### src/rtl/sram_async_ctrl.sv
module sram_async_ctrl #(
  parameter int HADDR_W = 32,
  parameter int MADDR_W = 19,
  parameter int DATA_W = 16,
  parameter int ASET_W = 4,
  parameter int DSET_W = 8,
  parameter logic [31:0] WIN_BASE = 32'h6800_0000
) (
  input  logic               clk,
  input  logic               rst_n,
  input  logic               cfg_bank_en,
  input  logic               cfg_wr_en,
  input  logic               cfg_ext_mode,
  input  logic [ASET_W-1:0]  cfg_rd_addset,
  input  logic [DSET_W-1:0]  cfg_rd_datast,
  input  logic [ASET_W-1:0]  cfg_wr_addset,
  input  logic [DSET_W-1:0]  cfg_wr_datast,
  input  logic               req_valid,
  input  logic               req_write,
  input  logic               req_size,
  input  logic [HADDR_W-1:0] req_addr,
  input  logic [DATA_W-1:0]  req_wdata,
  output logic               req_ready,
  output logic [DATA_W-1:0]  rsp_rdata,
  output logic [MADDR_W-1:0] mem_addr,
  output logic               mem_ce_n,
  output logic               mem_oe_n,
  output logic               mem_we_n,
  output logic               mem_ub_n,
  output logic               mem_lb_n,
  output logic [DATA_W-1:0]  mem_dq_out,
  output logic               mem_dq_oe,
  input  logic [DATA_W-1:0]  mem_dq_in
);

  localparam int LANE_W = DATA_W / 2;
  localparam int WIN_LSB = MADDR_W + 1;
  localparam int CNT_W = (ASET_W > DSET_W) ? ASET_W : DSET_W;
  localparam logic [HADDR_W-WIN_LSB-1:0] WIN_TAG = WIN_BASE[HADDR_W-1:WIN_LSB];

  typedef enum logic [1:0] {ST_IDLE, ST_SETUP, ST_DATA, ST_DONE} state_t;

  state_t              state;
  logic [CNT_W-1:0]    cnt;
  logic [CNT_W-1:0]    dlen_m1;
  logic                is_wr, is_byte, lane_hi;
  logic [MADDR_W-1:0]  addr_q;
  logic [DATA_W-1:0]   wdat_q;
  logic [DATA_W-1:0]   rdata_q;

  logic                use_wr_tim, in_win, perform;
  logic [ASET_W-1:0]   a_sel;
  logic [DSET_W-1:0]   d_sel;
  logic [CNT_W-1:0]    d_sel_m1;
  logic                active;

  assign use_wr_tim = req_write && cfg_ext_mode;
  assign a_sel      = use_wr_tim ? cfg_wr_addset : cfg_rd_addset;
  assign d_sel      = use_wr_tim ? cfg_wr_datast : cfg_rd_datast;
  assign d_sel_m1   = (d_sel == '0) ? '0 : CNT_W'(d_sel) - CNT_W'(1);
  assign in_win     = (req_addr[HADDR_W-1:WIN_LSB] == WIN_TAG);
  assign perform    = cfg_bank_en && in_win && (!req_write || cfg_wr_en);

  always_ff @(posedge clk or negedge rst_n) begin
    if (!rst_n) begin
      state   <= ST_IDLE;
      cnt     <= '0;
      dlen_m1 <= '0;
      is_wr   <= 1'b0;
      is_byte <= 1'b0;
      lane_hi <= 1'b0;
      addr_q  <= '0;
      wdat_q  <= '0;
      rdata_q <= '0;
    end else begin
      case (state)
        ST_IDLE: if (req_valid) begin
          is_wr   <= req_write;
          is_byte <= !req_size;
          lane_hi <= req_addr[0];
          addr_q  <= req_addr[MADDR_W:1];
          wdat_q  <= req_size ? req_wdata : {2{req_wdata[LANE_W-1:0]}};
          dlen_m1 <= d_sel_m1;
          if (!perform) begin
            state <= ST_DONE;
          end else if (a_sel != '0) begin
            state <= ST_SETUP;
            cnt   <= CNT_W'(a_sel) - CNT_W'(1);
          end else begin
            state <= ST_DATA;
            cnt   <= d_sel_m1;
          end
        end
        ST_SETUP: begin
          if (cnt == '0) begin
            state <= ST_DATA;
            cnt   <= dlen_m1;
          end else begin
            cnt <= cnt - CNT_W'(1);
          end
        end
        ST_DATA: begin
          if (cnt == '0) begin
            state <= ST_DONE;
            if (!is_wr) begin
              if (!is_byte)     rdata_q <= mem_dq_in;
              else if (lane_hi) rdata_q <= {{LANE_W{1'b0}}, mem_dq_in[DATA_W-1:LANE_W]};
              else              rdata_q <= {{LANE_W{1'b0}}, mem_dq_in[LANE_W-1:0]};
            end
          end else begin
            cnt <= cnt - CNT_W'(1);
          end
        end
        default: state <= ST_IDLE;
      endcase
    end
  end

  assign active     = (state == ST_SETUP) || (state == ST_DATA);
  assign mem_ce_n   = !active;
  assign mem_oe_n   = !((state == ST_DATA) && !is_wr);
  assign mem_we_n   = !((state == ST_DATA) && is_wr);
  assign mem_lb_n   = !(active && (!is_byte || !lane_hi));
  assign mem_ub_n   = !(active && (!is_byte || lane_hi));
  assign mem_addr   = addr_q;
  assign mem_dq_out = wdat_q;
  assign mem_dq_oe  = active && is_wr;
  assign req_ready  = (state == ST_DONE);
  assign rsp_rdata  = rdata_q;

endmodule

### config.mk
export PLATFORM = sky130hd
export DESIGN_NAME = sram_async_ctrl
export DESIGN_NICKNAME = d
export VERILOG_FILES = /design/src/rtl/sram_async_ctrl.sv
export SDC_FILE = /design/constraint.sdc
export NUM_CORES = 1
export LEC_CHECK = 0
export ABC_AREA = 1
export BUFFER_PORTS_ARGS = -buffer_cell sky130_fd_sc_hd__buf_2
export CAP_MARGIN = 15
export CORE_UTILIZATION = 53
export DETAILED_ROUTE_END_ITERATION = 6
export MAX_ROUTING_LAYER = met4
export PLACE_DENSITY = 0.86
export RECOVER_POWER = 50
export SYNTH_ARGS = -nofsm -noshare
export SYNTH_HDL_FRONTEND = slang
export SYNTH_SLANG_ARGS = --single-unit
### constraint.sdc
create_clock -name clk -period 2.5 [get_ports clk]
set_input_delay 0.375 -clock clk [delete_from_list [all_inputs] [get_ports clk]]
set_output_delay 0.375 -clock clk [all_outputs]
set_load 0.02 [all_outputs]
Yosys cells after proc, flatten, opt, wreduce, memory -nomap -nowiden
Index checks and enable logic that the tools add are counted.
{"block": "op_classes", "n_eq_ne": 9, "n_reduce_logical": 31, "n_addsub": 3, "mux": 18, "bitwise": 1}
{"cell": "8-bit 2-to-1 mux", "count": 8}
{"cell": "16-bit 2-to-1 mux", "count": 2}
{"cell": "8-bit one-hot mux with 3 select lines", "count": 1}
{"cell": "8-bit logical NOT", "count": 2}
{"cell": "8-bit by 1-bit subtractor with 8-bit output, second input constant", "count": 2}
{"cell": "12-bit by 11-bit == test with 1-bit output, second input constant", "count": 1}
{"cell": "1-bit logical NOT", "count": 10}
{"cell": "2-bit 2-to-1 mux", "count": 5}
{"cell": "2-bit != test, second input constant", "count": 5}
{"cell": "1-bit logical AND", "count": 8}
{"cell": "2-bit one-hot mux with 3 select lines", "count": 1}
{"cell": "3-bit AND reduction", "count": 2}
{"cell": "4-bit by 1-bit subtractor with 5-bit output, second input constant", "count": 1}
{"cell": "2-bit == test, second input constant", "count": 2}
{"cell": "1-bit logical OR", "count": 4}
{"cell": "4-bit 2-to-1 mux", "count": 1}
{"cell": "4-bit AND reduction", "count": 1}
{"cell": "4-bit nonzero test", "count": 1}
{"cell": "3-bit nonzero test", "count": 1}
{"cell": "2-bit by 1-bit == test with 1-bit output, second input constant", "count": 1}
{"cell": "2-bit logical NOT", "count": 1}
{"cell": "2-bit AND reduction", "count": 1}
{"cell": "1-bit NOT", "count": 1}
{"block": "word_totals", "inputBits": 96, "register_bits": 72, "elab_cells": 71}

Longest topological paths before layout
Gate-level depths: netlist of run 1.
{"block": "logic_depth", "ltp_word": 8, "mapped_depth": 16}

Least setup slack after synthesis of run 1
OpenSTA, ideal clock, no wires.
{"block": "synth_timing", "path_kind": "input to register", "start": "in cfg_ext_mode", "end": "reg cnt[1]", "setup_slack_ns": 0.621, "path_stages": 15, "arrival_time_ns": 1.758, "setup_time_ns": 0.120, "cell_sequence": "buf_6 -> nand2_4 -> buf_6 -> nand2_1 -> nand2_1 -> inv_1 -> ha_1 -> nand2_2 -> nor2_4 -> nand3b_4 -> buf_6 -> nand2_4 -> nor2_2 -> o21ai_1 -> nand2_1"}
{"block": "synth_between", "elab_chain_cells": 8, "word_cells_on_any_way": 12, "cone_classes": "add/sub (2); mux (7); reduce/logical (3)"}
{"element": "start, declared", "line": "13", "text": "input logic cfg_ext_mode,"}
{"element": "1-bit logical AND *", "line": "57", "text": "assign use_wr_tim = req_write && cfg_ext_mode;"}
{"element": "8-bit 2-to-1 mux", "line": "59", "text": "assign d_sel = use_wr_tim ? cfg_wr_datast : cfg_rd_datast;"}
{"element": "8-bit by 1-bit subtractor with 8-bit output or 8-bit logical NOT (tied branches)", "line": "60", "text": "assign d_sel_m1 = (d_sel == '0) ? '0 : CNT_W'(d_sel) - CNT_W'(1);"}
{"element": "8-bit 2-to-1 mux", "line": "60"}
{"element": "8-bit 2-to-1 mux *", "line": "86", "text": "end else if (a_sel != '0) begin"}
{"element": "8-bit 2-to-1 mux *", "line": "84", "text": "if (!perform) begin"}
{"element": "8-bit 2-to-1 mux *", "line": "77", "text": "ST_IDLE: if (req_valid) begin"}
{"element": "8-bit one-hot mux with 3 select lines *", "line": "76", "text": "case (state)"}
{"element": "end signal, assigned", "line": "88", "text": "cnt <= CNT_W'(a_sel) - CNT_W'(1);"}
{"element": "end signal, assigned", "line": "91", "text": "cnt <= d_sel_m1;"}
{"element": "end signal, assigned", "line": "97", "text": "cnt <= dlen_m1;"}
{"element": "end, declared", "line": "44", "text": "logic [CNT_W-1:0] cnt;"}
Every way passes the cells marked *; elsewhere a longest branch is shown, timed or not. The select of a mux whose other input is x is not followed.
A chain may end at the register's enable or synchronous reset.

Worst setup path after layout of run 1
{"block": "layout_timing", "start": "reg state[1]", "end": "out mem_ce_n"}
{"block": "layout_between", "elab_chain_cells": 3, "word_cells_on_any_way": 4, "cone_classes": "eq/ne (2); reduce/logical (2)"}
{"element": "start, declared", "line": "43", "text": "state_t state;"}
{"element": "start signal, assigned", "line": "66", "text": "state <= ST_IDLE;"}
{"element": "start signal, assigned", "line": "85", "text": "state <= ST_DONE;"}
{"element": "start signal, assigned", "line": "87", "text": "state <= ST_SETUP;"}
{"element": "2-bit by 1-bit == test with 1-bit output or 2-bit == test (tied branches)", "line": "119", "text": "assign active = (state == ST_SETUP) || (state == ST_DATA);"}
{"element": "1-bit logical OR *", "line": "119"}
{"element": "1-bit logical NOT *", "line": "120", "text": "assign mem_ce_n = !active;"}
{"element": "end, declared", "line": "26", "text": "output logic mem_ce_n,"}
Every way passes the cells marked *; elsewhere a longest branch is shown, timed or not.

==> results of run 1 <==
-- report_power, final --
part / switching [mW] / internal, mW
logic: 2.08 / 0.999
clock network: 0.466 / 0.669
registers: 0.347 / 1.72
total: 2.89 / 3.39
-- routing by layer --
layer,global-route usage,up-vias
met5,-,-
met2,0.455,131
li1,-,1994
met3,0.0628,25
met4,0.0952,0
met1,0.329,1880
-- worst max-delay path by stage --
stage | start | end | slack, ns | cells past startpoint
finish | state[1]$_DFFE_PN0P_ | mem_ce_n | 0.19 | 4
global route | state[1]$_DFFE_PN0P_ | mem_ce_n | 0.07 | 4
CTS | state[1]$_DFFE_PN0P_ | mem_ce_n | 0.19 | 4
detailed placement | req_write | cnt[2]$_DFFE_PN0P_ | 0.37 | 15
global placement | req_write | cnt[2]$_DFFE_PN0P_ | 0.46 | 15
floorplan | cfg_ext_mode | cnt[1]$_DFFE_PN0P_ | 0.62 | 15
-- registers in the layout, summed over array words and instances, names as in the netlist --
name,cells
cnt,8
dlen_m1,8
is_byte,1
is_wr,1
lane_hi,1
mem_addr,19
mem_dq_out,16
rsp_rdata,16
state,2
-- kinds of logic (layout without fill, tap and decap cells) --
family          after synthesis  in the layout  synth area share
compound gates               64             64            0.0897
simple gates                311            311             0.327
buf+inv                      74            231            0.0775
xor+xnor                      6              6            0.0131
flops                        72             72             0.448
fa+ha+maj                     8              8            0.0249
mux                           8              8            0.0199
-- cell type report --
| type | instances | area [µm²] |
|---|---|---|
| Clock buffer | 10 | 128 |
| Fill cell | 626 | 2240 |
| Tap cell | 99 | 124 |
| Clock inverter | 6 | 115 |
| Sequential cell | 72 | 1800 |
| Inverter | 56 | 210 |
| Timing Repair Buffer | 159 | 768 |
| Multi-Input combinational cell | 397 | 1910 |
-- critical path, delay by kind of cell (launching register included) --
kind / cells / cell delay [ns]
adders and majority gates: 1 / 0.63
buffers and inverters: 3 / 0.51
DFF: 1 / 0.45
-- cells in the final DEF, fill, tap and decap left out --
master	instances
nand2_1	203
buf_2	123
dfrtp_1	72
nor2_1	56
inv_1	52
o21ai_0	41
clkbuf_1	31
nand3_1	30
clkbuf_8	9
nand2_2	8
a21oi_1	8
mux2i_1	8
ha_1	8
o21a_1	7
xor2_1	6
buf_4	4
nor2_4	3
o21ai_1	3
bufinv_16	3
nand2_4	2
o21ai_2	2
clkinv_1	2
inv_2	2
nor3_1	2
nor2_2	2
clkbuf_2	2
nand3b_4	1
o21ai_4	1
nand3_4	1
nand3b_1	1
nand4_1	1
nand3_2	1
a21boi_1	1
a31oi_1	1
clkinv_4	1
inv_6	1
clkinvlp_4	1
-- stage by stage --
| stage | hold WS, ns | utilization | cell area, µm² |
|---|---|---|---|
| global placement | 0.425 | 0.665 | 4850 |
| floorplan | 0.0794 | - | 4020 |
| detailed placement | 0.434 | 0.665 | 4850 |
| global route | 0.208 | 0.693 | 5050 |
| CTS | 0.0628 | 0.699 | 5090 |
| finish | 0.222 | 0.693 | 5050 |
==> impl_metrics.json, run 1 <==
{
  "violations": "max-capacitance violations, max-slew violations",
  "dp_cells": 783,
  "wl_per_cell_um": 13.0,
  "cp-end-kind": "primary output",
  "status": "complete, but fails checks",
  "postCtsSetupBuffers": 0,
  "crit_slowest_cell": "ha_1",
  "slowest_delay_ns": 0.63,
  "finClkSkew_ns": 0.00923,
  "p_per_area_mw_per_mm2": 1240,
  "yosysMostFrequentCell": "nand2_1",
  "synthFlopType": "dfrtp_1",
  "finalSetupViolations": 0,
  "place_ws_ns": 0.374,
  "postSynthCellCount": 543,
  "ant_nets": 0,
  "dieWidth_um": 89.1,
  "antenna_found_initial": 0,
  "cp_cell_sequence": "inv_1 -> ha_1 -> inv_1 -> buf_2",
  "coreArea_mm2": 0.00729,
  "grt.overflow.total": 0,
  "arrival_ns": 1.93,
  "diodes": 0,
  "grt_max_degree": 45,
  "layoutNonFillerInstCount": 799,
  "wirelength_um": 10400,
  "yosys_warnings": 0,
  "worstReg2RegEnd": "cnt[3]$_DFFE_PN0P_",
  "ctsHoldBuffers": 0,
  "htreeDepth": 3,
  "ios": 154,
  "fin_ws_ns": 0.193,
  "route.detailed.drc": 0,
  "ys_seq_area_frac": 0.448,
  "met3WireLength_um": 478,
  "layout.nets": 799,
  "relSlewSlack": -0.0546,
  "mappedNetlistArea_mm2": 0.00402,
  "synth_top_cell_by_area": "dfrtp_1",
  "routabilityCongestion": 0.868,
  "grt_pass1_wl_um": 16300,
  "cts_tree": "built",
  "yosys-top-cells-area": "dfrtp_1 (45%), nand2_1 (19%), nor2_1 (5.2%)",
  "root_buffer": "clkbuf_8",
  "yosys-top-cells-count": "nand2_1 (203), dfrtp_1 (72), nor2_1 (56)",
  "ctsResizeCount": 0,
  "final_max_slew_viol_count": 29,
  "synth_nets": 647,
  "wl_met2_um": 5210,
  "worstSetupStartpointType": "flop",
  "drt-initial-drc-count": 209,
  "synth-edff-count": 0,
  "die_area_mm2": 0.00794,
  "tightest_slew_ns": 1.58,
  "holdPathStages": 3,
  "rsz0062_at_grt": "no",
  "vias": 4030,
  "critPathKind": "reg2out",
  "clk_path_buf_depth": 2,
  "cts.sinks": 72,
  "cp_data_required_time_ns": 2.12,
  "finalPower_mw": 6.28,
  "highest_layer": "met4",
  "ff2ff_path_depth": 12,
  "worstHoldPathType": "in2reg",
  "fin_crit_ns": 2.31,
  "grt_pass1_vias": 3763,
  "tns_ns": 0,
  "avgSynthCellArea_um2": 7.40,
  "drt_pass1_iterations": 4,
  "ys_seq_elements": 72,
  "timing.reg2reg.setup_slack_ns": 0.43,
  "ir_worst_vdd_mv": 0.651,
  "synth_cell_types": 32,
  "port_buffers": 153,
  "synthToLayoutAreaGrowth_pct": 25.7,
  "start_util": 0.551,
  "path_max_fanout": 14,
  "met1_length_um": 4460,
  "via_per_inst": 5.04,
  "synthArstFlopShare": 1.00,
  "grt_usage": 0.274,
  "regToRegStartpoint": "cnt[0]$_DFFE_PN0P_",
  "hold_start": "req_addr[10]",
  "fmax_mhz": 433,
  "crit_top_cell": "inv_1",
  "drive_above_1_share": 0.239,
  "maxCapViolations": 1,
  "min_period_over_period": 0.923,
  "hold_viol": 0,
  "clkLatencyLatePin_ns": 0.34,
  "synth_top_cell_area_share": 0.448,
  "numCtsBuffers": 9,
  "dp_hpwl_um": 7770,
  "clk_pin_slew_worst_paths_ns": 0.09,
  "row_count": 31,
  "leakage_nw": 2.83,
  "die_y_um": 89.1,
  "holdPathEnd": "mem_addr[9]$_DFFE_PN0P_"
}
Note: power is estimated with default switching activity, not from simulation.
==> run 2, diff against run 1 <==
Settings changed: CORE_UTILIZATION 53 to 55, CTS_BUF_LIST from default to sky130_fd_sc_hd__clkbuf_8, MAX_ROUTING_LAYER met4 to default, PLACE_DENSITY 0.86 to 0.88.
==> impl_metrics.json, run 2 (synthesis gave the netlist of run 1 again) <==
{
  "status": "finished clean",
  "clkLatencyLatePin_ns": 0.34,
  "fill_cells": 540,
  "row_count": 30,
  "busiest_layer": "met2",
  "tns_ns": 0,
  "synthToLayoutAreaGrowth_pct": 24.6,
  "final_common_cell": "nand2_1",
  "antenna_found_initial": 0,
  "arrival_ns": 1.71,
  "grt_max_degree": 51,
  "relSlewSlack": 0.126,
  "htreeDepth": 3,
  "ctsHoldBuffers": 0,
  "finClkSkew_ns": 0.0112,
  "fin_util": 0.721,
  "numCtsBuffers": 9,
  "cts.sinks": 72,
  "ir_worst_vdd_mv": 0.604,
  "ctsResizeCount": 0,
  "critPathKind": "reg2out",
  "dieWidth_um": 87.5,
  "final_cell_mix": "nand2_1 (203), buf_2 (123), dfrtp_1 (72), nor2_1 (56), inv_1 (54)",
  "vias": 4068,
  "grt_usage": 0.288,
  "drt_pass1_iterations": 5,
  "grt_util_met3": 0.0749,
  "clk_path_buf_depth": 2,
  "route.detailed.drc": 0,
  "coreArea_mm2": 0.00694,
  "layout.nets": 797,
  "fin_ws_ns": 0.416,
  "fmax_mhz": 480,
  "largest_reg_flops": 19,
  "postCtsSetupBuffers": 0,
  "tightest_slew_ns": 1.31,
  "wl_per_cell_um": 13.4,
  "worstHoldPathType": "in2reg",
  "seqCellArea_mm2": 0.00180,
  "place_ws_ns": 0.313,
  "slowest_delay_ns": 0.48,
  "cp_data_required_time_ns": 2.12,
  "crit_slowest_cell": "ha_1",
  "finalSetupViolations": 0,
  "routabilityCongestion": 0.889,
  "cts_tree": "built",
  "min_period_over_period": 0.834,
  "dpl-instance-area_mm2": 0.00485,
  "multiInputGateArea_mm2": 0.00191,
  "use_met2": 0.497,
  "maxCapViolations": 0,
  "finalPower_mw": 6.10,
  "die_y_um": 87.5,
  "start_util": 0.579,
  "fin_crit_ns": 2.08,
  "final_area_mm2": 0.00501,
  "grt.overflow.total": 0,
  "path_max_fanout": 9,
  "final_max_slew_viol_count": 0,
  "gr-usage-met1": 0.342,
  "dp_hpwl_um": 7880,
  "hold_viol": 0,
  "wirelength_um": 10600,
  "diodes": 0,
  "root_buffer": "clkbuf_8",
  "port_buffers": 153,
  "ant_nets": 0,
  "drive_above_1_share": 0.235,
  "p_per_area_mw_per_mm2": 1220,
  "drt-initial-drc-count": 240,
  "grt_pass1_vias": 3838,
  "clk_pin_slew_worst_paths_ns": 0.08,
  "cp_cell_sequence": "inv_1 -> ha_1 -> o21ai_0 -> buf_2",
  "die_area_mm2": 0.00765,
  "cp-end-kind": "primary output",
  "worstSetupStartpointType": "flop",
  "leakage_nw": 2.81,
  "grt_pass1_wl_um": 17000,
  "via_per_inst": 5.12,
  "ios": 154,
  "rsz0062_at_grt": "no"
}
## run 2: report_power, final
part | internal, mW | total [mW] | switching [mW]
registers | 1.72 | 2.07 | 0.342
clock network | 0.483 | 0.915 | 0.432
logic | 1.01 | 3.12 | 2.11
## run 2: metal layers
metal / routed length (µm) / share of wire / vias to the layer above
met3: 699 / 0.066 / 34
li1: - / - / 1991
met2: 5460 / 0.51 / 182
met4: 282 / 0.027 / 0
met5: 0 / 0 / -
met1: 4160 / 0.39 / 1861
## run 2: path summary, 6_finish.rpt
path	from	end	slack (ns)	cells past startpoint
setup / recovery	state[1]$_DFFE_PN0P_	mem_ub_n	0.42	4
min in group asynchronous	rst_n	rsp_rdata[4]$_DFFE_PN0P_	0.31	1
hold / removal	req_addr[13]	mem_addr[12]$_DFFE_PN0P_	0.22	3
setup reg to reg	cnt[0]$_DFFE_PN0P_	cnt[7]$_DFFE_PN0P_	0.44	12
max in group asynchronous	rst_n	mem_addr[4]$_DFFE_PN0P_	1.31	2
hold reg to reg	mem_addr[18]$_DFFE_PN0P_	mem_addr[18]$_DFFE_PN0P_	0.48	2
## run 2: cell type report
class,count,share of cell area
clock inverters,6,0.0122
well taps,96,0.0240
clock buffers,10,0.0275
multi-input cells,397,0.381
inverters,56,0.0420
repair buffers,157,0.154
flip-flops and latches,72,0.360
## run 2: critical path: cells and delay by family, from the launching register on
kind / cells / cell delay, ns
AOI/OAI and AO/OA: 1 / 0.16
adders and majority gates: 1 / 0.48
buffers and inverters: 2 / 0.29
DFF: 1 / 0.44
## run 2: through the flow
step           std cells  hold slack [ns]
2_1_floorplan        543           0.0794
3_3_place_gp         778            0.386
3_5_place_dp         778            0.388
4_1_cts              794           0.0195
5_1_grt              794            0.213
6_report             794            0.225
==> run 3, diff against run 2 <==
Settings changed: CORE_UTILIZATION 55 to 46, PLACE_DENSITY 0.88 to 0.79.
Clock period 2.5 ns to 1.8 ns, I/O delays scaled along.
==> impl_metrics.json, run 3 (synthesis gave the netlist of run 1 again) <==
{
  "path_max_fanout": 6,
  "fmax_mhz": 581,
  "whs_ns": 0.111,
  "finClkSkew_ns": 0.00977,
  "antenna_found_initial": 0,
  "worstHoldPathType": "in2reg",
  "diodes": 0,
  "wl_per_cell_um": 12.6,
  "root_buffer": "clkbuf_8",
  "grt.overflow.total": 0,
  "layoutNonFillerInstCount": 822,
  "synthToLayoutAreaGrowth_pct": 29.8,
  "drt-initial-drc-count": 197,
  "hold_start": "req_addr[18]",
  "drt_pass1_iterations": 4,
  "final_cell_mix": "nand2_1 (199), buf_2 (124), dfrtp_1 (71), nor2_1 (53), inv_1 (48)",
  "row_count": 33,
  "relSlewSlack": 0.355,
  "numCtsBuffers": 9,
  "ir_worst_vdd_mv": 0.895,
  "worstSetupStartpointType": "flop",
  "place_ws_ns": -0.0842,
  "cts.sinks": 72,
  "wirelength_um": 10400,
  "dp_hpwl_um": 7780,
  "cp-end-kind": "primary output",
  "drive_above_1_share": 0.279,
  "leakage_nw": 2.88,
  "final_common_cell": "nand2_1",
  "fin_ws_ns": 0.0793,
  "clk_path_buf_depth": 2,
  "grt_pass1_vias": 3759,
  "ios": 154,
  "clk_pin_slew_worst_paths_ns": 0.08,
  "dieWidth_um": 95.5,
  "coreArea_mm2": 0.00834,
  "p_per_area_mw_per_mm2": 1680,
  "finalPower_mw": 8.78,
  "ant_nets": 0,
  "cts_tree": "built",
  "grt_pass1_wl_um": 16500,
  "layout.nets": 816,
  "cp_data_required_time_ns": 1.53,
  "final_max_slew_viol_count": 0,
  "tightest_slew_ns": 0.968,
  "min_period_over_period": 0.956,
  "clkLatencyLatePin_ns": 0.35,
  "port_buffers": 153,
  "largest_reg_flops": 19,
  "via_per_inst": 4.94,
  "critPathLaunch": "state[0]$_DFFE_PN0P_",
  "maxCapViolations": 0,
  "critPathKind": "reg2out",
  "die_area_mm2": 0.00911,
  "routabilityCongestion": 0.846,
  "regToRegStartpoint": "cnt[0]$_DFFE_PN0P_",
  "status": "finished clean",
  "finalSetupViolations": 0,
  "vias": 4059,
  "die_y_um": 95.5,
  "htreeDepth": 3,
  "route.detailed.drc": 0,
  "dp_cells": 803,
  "fin_crit_ns": 1.72,
  "grt_usage": 0.232,
  "start_util": 0.482,
  "grt_max_degree": 73,
  "tns_ns": 0,
  "arrival_ns": 1.45,
  "hold_viol": 0
}
run 3: where the power goes:
group / total [mW] / internal [mW] / switching [mW]
registers: 2.88 / 2.40 / 0.479
clock network: 1.22 / 0.582 / 0.641
logic: 4.68 / 1.66 / 3.02
run 3: final cells by class:
class / count / area, µm²
Sequential cell: 72 / 1800
Clock buffer: 11 / 151
Timing Repair Buffer: 176 / 921
Fill cell: 766 / 3130
Inverter: 56 / 210
Clock inverter: 5 / 40.0
Tap cell: 105 / 131
Multi-Input combinational cell: 397 / 1960
run 3: critical path, cell delays in order (launching register included):
cell and delay, ns:
dfrtp_2 0.46, inv_2 0.12, ha_4 0.23, o21ai_0 0.09, buf_2 0.21
run 3: worst paths after layout:
path | to | slack (ns) | cells after the start
max | mem_ub_n | 0.08 | 4
min | mem_addr[17]$_DFFE_PN0P_ | 0.11 | 3
max reg2reg | cnt[3]$_DFFE_PN0P_ | 0.12 | 13
max in group asynchronous | state[0]$_DFFE_PN0P_ | 0.40 | 3
min reg2reg | mem_dq_out[7]$_DFFE_PN0P_ | 0.48 | 2
min in group asynchronous | rsp_rdata[13]$_DFFE_PN0P_ | 0.73 | 3
run 3: timing repair:
action	in CTS	in global routing
endpoints found under the setup margin	5	16
gates resized for setup	3	16
setup buffers	1	1
hold buffers	1	0
hold endpoints to repair	72	0
gates cloned	0	0
pin swaps	0	1
run 3: through the flow:
stage	instance area, µm²	util
floorplan	4020	-
global placement	4990	0.598
detailed placement	4990	0.598
CTS	5200	0.624
global route	5220	0.625
finish	5220	0.625
run 3: per-layer routing:
metal	track usage	part of all wire
met2	0.390	0.51
met5	0	0
met3	0.0542	0.051
met4	0.0784	0.013
met1	0.292	0.43
